$ cat config.mk
export PLATFORM = sky130hd
export DESIGN_NAME = sdram_refresh_seq
export DESIGN_NICKNAME = d
export VERILOG_FILES = /design/src/rtl/sdram_rfs_pkg.sv /design/src/rtl/rfs_interval_timer.sv /design/src/rtl/rfs_debt_counter.sv /design/src/rtl/rfs_wait_timer.sv /design/src/rtl/sdram_refresh_seq.sv
export SDC_FILE = /design/constraint.sdc
export NUM_CORES = 1
export LEC_CHECK = 0
export BUFFER_PORTS_ARGS = -buffer_cell sky130_fd_sc_hd__buf_4
export CORE_MARGIN = 1
export CORE_UTILIZATION = 40
export DETAILED_ROUTE_END_ITERATION = 12
export GPL_ROUTABILITY_DRIVEN = 0
export HOLD_SLACK_MARGIN = 0.05
export SYNTH_ARGS = -nofsm -noshare
export SYNTH_HDL_FRONTEND = slang
export SYNTH_SLANG_ARGS = --single-unit
$ cat constraint.sdc
create_clock -name clk -period 2.8 [get_ports clk]
set_input_delay 0.56 -clock clk [delete_from_list [all_inputs] [get_ports clk]]
set_output_delay 0.56 -clock clk [all_outputs]
set_load 0.005 [all_outputs]
$ cat src/rtl/sdram_rfs_pkg.sv
package sdram_rfs_pkg;

  typedef enum logic [2:0] {
    ST_IDLE,
    ST_PRE,
    ST_RFC,
    ST_SELF,
    ST_XWAIT
  } rfs_state_e;

  typedef enum logic [1:0] {
    PH_NORM,
    PH_ENTER,
    PH_LEAVE
  } rfs_phase_e;

  typedef enum logic [1:0] {
    STEP_REF,
    STEP_SRE,
    STEP_DONE
  } rfs_step_e;

  typedef struct packed {
    logic cke;
    logic ras_n;
    logic cas_n;
    logic we_n;
    logic a10;
  } sdr_cmd_t;

  function automatic sdr_cmd_t nop_cmd(input logic cke);
    return '{cke: cke, ras_n: 1'b1, cas_n: 1'b1, we_n: 1'b1, a10: 1'b0};
  endfunction

  function automatic sdr_cmd_t ref_cmd();
    return '{cke: 1'b1, ras_n: 1'b0, cas_n: 1'b0, we_n: 1'b1, a10: 1'b0};
  endfunction

  function automatic sdr_cmd_t pre_all_cmd();
    return '{cke: 1'b1, ras_n: 1'b0, cas_n: 1'b1, we_n: 1'b0, a10: 1'b1};
  endfunction

  function automatic sdr_cmd_t sre_cmd();
    return '{cke: 1'b0, ras_n: 1'b0, cas_n: 1'b0, we_n: 1'b1, a10: 1'b0};
  endfunction

endpackage

$ cat src/rtl/rfs_interval_timer.sv
module rfs_interval_timer #(
  parameter int PERIOD = 1562
) (
  input  logic clk,
  input  logic rst,
  input  logic clr,
  output logic tick
);
  localparam int CW = $clog2(PERIOD + 1);

  logic [CW-1:0] cnt;

  always_ff @(posedge clk) begin
    if (rst || clr) begin
      cnt  <= '0;
      tick <= 1'b0;
    end else if (cnt == CW'(PERIOD - 1)) begin
      cnt  <= '0;
      tick <= 1'b1;
    end else begin
      cnt  <= cnt + 1'b1;
      tick <= 1'b0;
    end
  end

  // ticks are single-cycle pulses
  p_tick_pulse_r1: assert property (@(posedge clk) disable iff (rst || clr)
    tick |=> !tick || (PERIOD == 1));

endmodule

$ cat src/rtl/rfs_debt_counter.sv
module rfs_debt_counter #(
  parameter int DEBT_MAX = 8,
  localparam int DW = $clog2(DEBT_MAX + 1)
) (
  input  logic          clk,
  input  logic          rst,
  input  logic          clr,
  input  logic          inc,
  input  logic          dec,
  output logic [DW-1:0] debt,
  output logic          urgent
);

  always_ff @(posedge clk) begin
    if (rst || clr) begin
      debt <= '0;
    end else begin
      case ({inc, dec})
        2'b10:   if (debt != DW'(DEBT_MAX)) debt <= debt + 1'b1;
        2'b01:   if (debt != '0) debt <= debt - 1'b1;
        default: debt <= debt;
      endcase
    end
  end

  assign urgent = (debt == DW'(DEBT_MAX));

  p_debt_dec_r6: assert property (@(posedge clk) disable iff (rst || clr)
    (dec && !inc && debt != '0) |=> (debt == $past(debt) - 1'b1));

  p_no_overflow_r2: assert property (@(posedge clk) disable iff (rst || clr)
    (inc && !dec && urgent) |=> urgent);

endmodule

$ cat src/rtl/rfs_wait_timer.sv
module rfs_wait_timer #(
  parameter int WW = 4
) (
  input  logic          clk,
  input  logic          rst,
  input  logic          load,
  input  logic [WW-1:0] load_val,
  output logic          done
);
  logic [WW-1:0] cnt;

  always_ff @(posedge clk) begin
    if (rst) begin
      cnt <= '0;
    end else if (load) begin
      cnt <= load_val;
    end else if (cnt != '0) begin
      cnt <= cnt - 1'b1;
    end
  end

  assign done = (cnt == '0);

  // a non-zero load always holds off the next step
  p_load_holds_r5: assert property (@(posedge clk) disable iff (rst)
    (load && load_val != '0) |=> !done);

endmodule

$ cat src/rtl/sdram_refresh_seq.sv
module sdram_refresh_seq
  import sdram_rfs_pkg::*;
#(
  parameter int T_REF_CYC = 6_400_000,
  parameter int REF_COUNT = 4096,
  parameter int TRFC      = 7,
  parameter int TRP       = 3,
  parameter int TRC       = 7,
  parameter int DEBT_MAX  = 8,
  parameter bit SR_BURST  = 1'b1
) (
  input  logic clk,
  input  logic rst,
  input  logic bus_gnt,
  input  logic banks_open,
  input  logic sr_req,
  input  logic clk_stable,
  output logic bus_req,
  output logic ref_urgent,
  output logic sr_ack,
  output logic cmd_cke,
  output logic cmd_ras_n,
  output logic cmd_cas_n,
  output logic cmd_we_n,
  output logic cmd_a10
);
  localparam int REFI     = T_REF_CYC / REF_COUNT;
  localparam int WAIT_MAX = (TRFC > TRP) ? ((TRFC > TRC) ? TRFC : TRC)
                                         : ((TRP > TRC) ? TRP : TRC);
  localparam int WW       = $clog2(WAIT_MAX + 1);
  localparam int BW       = $clog2(REF_COUNT + 1);
  localparam int DW       = $clog2(DEBT_MAX + 1);
  localparam int BURST_N  = SR_BURST ? REF_COUNT : 0;

  rfs_state_e     state;
  rfs_phase_e     phase;
  rfs_step_e      step;
  logic [BW-1:0]  burst_left;
  sdr_cmd_t       cmd_q;
  logic           ack_q;
  logic           tick;
  logic           clr;
  logic [DW-1:0]  debt;
  logic           urgent;
  logic           debt_dec;
  logic           wt_load;
  logic           wt_done;
  logic [WW-1:0]  wt_val;
  logic           start;
  logic           step_now;
  logic           exit_ok;

  assign clr = (phase != PH_NORM);

  rfs_interval_timer #(.PERIOD(REFI)) u_interval (
    .clk  (clk),
    .rst  (rst),
    .clr  (clr),
    .tick (tick)
  );

  rfs_debt_counter #(.DEBT_MAX(DEBT_MAX)) u_debt (
    .clk    (clk),
    .rst    (rst),
    .clr    (clr),
    .inc    (tick),
    .dec    (debt_dec),
    .debt   (debt),
    .urgent (urgent)
  );

  rfs_wait_timer #(.WW(WW)) u_wait (
    .clk      (clk),
    .rst      (rst),
    .load     (wt_load),
    .load_val (wt_val),
    .done     (wt_done)
  );

  assign start    = (state == ST_IDLE) && bus_gnt && (sr_req || debt != '0);
  assign step_now = ((state == ST_PRE) || (state == ST_RFC) || (state == ST_XWAIT)) && wt_done;
  assign exit_ok  = (state == ST_SELF) && !sr_req && clk_stable;

  always_comb begin
    case (phase)
      PH_ENTER: step = (burst_left != '0) ? STEP_REF : STEP_SRE;
      PH_LEAVE: step = (burst_left != '0) ? STEP_REF : STEP_DONE;
      default:  step = (debt != '0) ? STEP_REF : STEP_DONE;
    endcase
  end

  assign debt_dec = step_now && (step == STEP_REF) && (phase == PH_NORM);

  always_comb begin
    wt_load = 1'b0;
    wt_val  = '0;
    if (start) begin
      wt_load = 1'b1;
      wt_val  = banks_open ? WW'(TRP - 1) : '0;
    end else if (step_now && step == STEP_REF) begin
      wt_load = 1'b1;
      wt_val  = WW'(TRFC - 1);
    end else if (exit_ok) begin
      wt_load = 1'b1;
      wt_val  = WW'(TRC - 1);
    end
  end

  always_ff @(posedge clk) begin
    if (rst) begin
      state      <= ST_IDLE;
      phase      <= PH_NORM;
      burst_left <= '0;
      cmd_q      <= nop_cmd(1'b1);
      ack_q      <= 1'b0;
    end else begin
      cmd_q <= nop_cmd(1'b1);
      case (state)
        ST_IDLE: begin
          if (start) begin
            state <= ST_PRE;
            if (sr_req) begin
              phase      <= PH_ENTER;
              burst_left <= BW'(BURST_N);
            end
            if (banks_open) cmd_q <= pre_all_cmd();
          end
        end
        ST_SELF: begin
          cmd_q <= nop_cmd(1'b0);
          if (exit_ok) begin
            cmd_q      <= nop_cmd(1'b1);
            ack_q      <= 1'b0;
            phase      <= PH_LEAVE;
            burst_left <= BW'(BURST_N);
            state      <= ST_XWAIT;
          end
        end
        default: begin
          if (step_now) begin
            case (step)
              STEP_REF: begin
                cmd_q <= ref_cmd();
                state <= ST_RFC;
                if (phase != PH_NORM) burst_left <= burst_left - 1'b1;
              end
              STEP_SRE: begin
                cmd_q <= sre_cmd();
                ack_q <= 1'b1;
                state <= ST_SELF;
              end
              default: begin
                state <= ST_IDLE;
                phase <= PH_NORM;
              end
            endcase
          end
        end
      endcase
    end
  end

  assign bus_req    = (state != ST_IDLE) || (debt != '0) || sr_req;
  assign ref_urgent = urgent;
  assign sr_ack     = ack_q;
  assign cmd_cke    = cmd_q.cke;
  assign cmd_ras_n  = cmd_q.ras_n;
  assign cmd_cas_n  = cmd_q.cas_n;
  assign cmd_we_n   = cmd_q.we_n;
  assign cmd_a10    = cmd_q.a10;

  initial begin
    p_params_r5: assert (TRFC >= 1 && TRP >= 1 && TRC >= 1 && REFI >= 1 && DEBT_MAX >= 1);
  end

  p_urgent_req_r2: assert property (@(posedge clk) disable iff (rst)
    ref_urgent |-> bus_req);

  p_sre_encoding_r8: assert property (@(posedge clk) disable iff (rst)
    $fell(cmd_cke) |-> (!cmd_ras_n && !cmd_cas_n && cmd_we_n && sr_ack));

  p_exit_nop_r10: assert property (@(posedge clk) disable iff (rst)
    $rose(cmd_cke) |-> (cmd_ras_n && cmd_cas_n && cmd_we_n && !sr_ack));

  p_exit_guard_r9: assert property (@(posedge clk) disable iff (rst)
    $rose(cmd_cke) |-> ($past(clk_stable) && !$past(sr_req)));

  p_cmd_needs_req_r3: assert property (@(posedge clk) disable iff (rst)
    (!cmd_ras_n || !cmd_cas_n || !cmd_we_n) |-> $past(bus_req));

  p_idle_nop_r7: assert property (@(posedge clk) disable iff (rst)
    (state == ST_IDLE && $past(state) == ST_IDLE) |->
      (cmd_cke && cmd_ras_n && cmd_cas_n && cmd_we_n));

endmodule

==> metrics.cfg <==
[worst_setup_path]
r2r_slack_ns=0.21
worstPathMaxFanout=6
cpPeakStageDelay_ns=0.63
critPathArrivalTime_ns=2.05
critPathLaunchType=register
cp_slowest_cell=or4b_2
cp_top_family=simple AND/OR/NAND/NOR gates
setup.worst_path.end_class=output pin
path_buf_inv=1
reg2reg_from=burst_left[0]$_SDFFE_PP0P_
path_cells=or4_4 > or4b_2 > buf_4
startpoint=u_debt.debt[0]$_SDFFE_PP0P_
crit_required_ns=2.24
crit_type=register to output pin

[final_layout]
drive_gt1_frac=0.149
mostFrequentLayoutCells=dfxtp_1 (43), nor2_1 (40), nand2_1 (24)
regArea_um2=861
diodes=0
fin_nets=302
layout_commonest_cell=dfxtp_1
num-fill-cells=560
multi_input_area_um2=1380
syn_to_final_growth_pct=12.9
final_cells=360

[place]
port_buffers=13
numPlacedInstances=352
dp_hpwl_um=3280
dpl_worst_slack_ns=0.243

[synth]
yosysSeqAreaShare=0.372
synth_edf_count=0
synthTopCellsByArea=dfxtp_1 (37%), nor2_1 (6.5%), xor2_1 (5.7%), ha_1 (4.9%), nand2_1 (3.9%)
synth_top_area_cell=dfxtp_1
synth_flop_cell=dfxtp_1
netlist.area_leader.share=0.372
synth_cell_types=57
synthCells=271
async_flop_share=0
synth-seq-cells=43
synth_area_um2=2320
yosys_warnings=0
syn_nets=286
syn_avg_cell_area_um2=8.55

[clock_tree]
clkSinkCount=43
clk_path_buf_depth=2
path_clk_slew_ns=0.08
cts_resized=0
root_buffer=clkbuf_8
ctsHoldBuffers=0
htreeDepth=2
post_cts.repair.setup_buffers=0
numCtsBuffers=5
cts_tree=yes
clk_latency_ns=0.30

[sta]
relSlewSlack=0.567
rsz0062_at_grt=no
finalCritPeriodShare=0.932
max_freq_ghz=0.383
fin_tns_setup_ns=0
max_slew.worst_pin.slew_ns=0.645
hold-worst-slack_ns=0.462
finalSetupViolCount=0
period_minus_slack_ns=2.61
fin_skew_ns=0.00522
final_hold_viol_count=0
slew_viol_final=0
worst_slack_ns=0.192

[routing]
wl_per_cell_um=12.5
drt_first_iter_violations=111
via_count=1897
drc=0
dr.max_layer_used=met4
routed-wl-met3_um=94
wl_met2_um=2060
ant_nets=0
met1_length_um=2290
drt_wl_total_um=4500
viasPerCell=5.27
dr.pass1.iters=4

[outcome]
status=finished clean

[job]
drv_cap=0

[floorplanning]
row_count=27
die_area_um2=6100
fp.dieW_um=78.1
die_h_um=78.1
io_pins=14
core_um2=5540
start_util=0.418

[power_and_ir_drop]
power_density_nw_per_um2=744
vdd_ir_drop_max_mv=0.295
power_w=0.00194
p_leak_nw=1.02

[global_routing]
grt_max_degree=18
grt_util_all_layers=0.158
grt_pass1_vias=1765
grt_overflow=0
grt_antenna_before_repair=0
grt_pass1_wl_um=7730

[hold_path]
hp-class=register to register
min_from=sr_ack$_SDFFE_PP0P_

-- layout make-up --
| class | instances | share of cell area |
|---|---|---|
| clock buffer | 5 | 0.0263 |
| clock inverter | 3 | 0.0168 |
| inverter | 11 | 0.0158 |
| multi-input combinational | 209 | 0.528 |
| sequential | 43 | 0.329 |
| tap | 72 | 0.0345 |
| timing repair buffer | 17 | 0.0488 |
-- tightest hold or removal path, stage by stage (launching register included) --
cell and delay, ns:
dfxtp_1 0.32, nand2_1 0.05, a21oi_1 0.05
-- logic make-up after synthesis --
logic type	after synthesis	share of synthesized area
compound gates	41	0.130
xor+xnor	22	0.0832
fa+ha+maj	9	0.0486
buf+inv	19	0.0319
flops	43	0.372
mux	3	0.0130
simple gates	134	0.321
-- sequential cells by signal (all words and copies together) (netlist names) --
signal           cells
u_debt.debt          4
cmd_cas_n            1
state                3
cmd_ras_n            1
u_wait.cnt           3
sr_ack               1
cmd_a10              1
u_interval.tick      1
u_interval.cnt      11
burst_left          13
phase                2
cmd_cke              1
cmd_we_n             1
-- power by group --
| part | internal, W | switching, W | leakage [nW] |
|---|---|---|---|
| clock | 0.000266 | 0.000224 | 0.0581 |
| combinational | 0.000313 | 0.000383 | 0.616 |
| sequential | 0.000686 | 0.0000729 | 0.350 |
| total | 0.00126 | 0.000680 | 1.02 |
-- routing by layer --
layer  GRT usage  up-vias
met5           0        -
met3      0.0279        4
met4      0.0556        0
li1            -      977
met1       0.210      899
met2       0.257       17
-- synthesized netlist by cell type, types with 3 or more instances --
cell type	instances
mux2i_1	3
dfxtp_1	43
a21oi_1	12
xor2_1	15
nor2_1	40
inv_1	11
and2_1	3
a22oi_1	3
nor2b_1	4
or4_1	3
nand4_1	4
o21ai_0	4
nand2b_1	6
clkbuf_1	5
xnor2_1	7
and3b_1	3
nor3_1	4
nand3_1	14
nand2_1	24
and3_1	3
or2_2	3
nor4_1	3
ha_1	9
-- through the flow --
stage / instance area (um^2) / utilization
floorplan: 2320 / -
global placement: 2500 / 0.451
detailed placement: 2500 / 0.451
CTS: 2610 / 0.472
global route: 2610 / 0.472
finish: 2610 / 0.472
-- final timing paths --
| path | depth (start not counted) | end |
|---|---|---|
| setup / recovery | 3 | bus_req |
| hold / removal | 2 | sr_ack$_SDFFE_PP0P_ |
| setup reg to reg | 12 | u_debt.debt[2]$_SDFFE_PP0P_ |
| hold reg to reg | 2 | sr_ack$_SDFFE_PP0P_ |
Power figures use the tool's default switching activity.
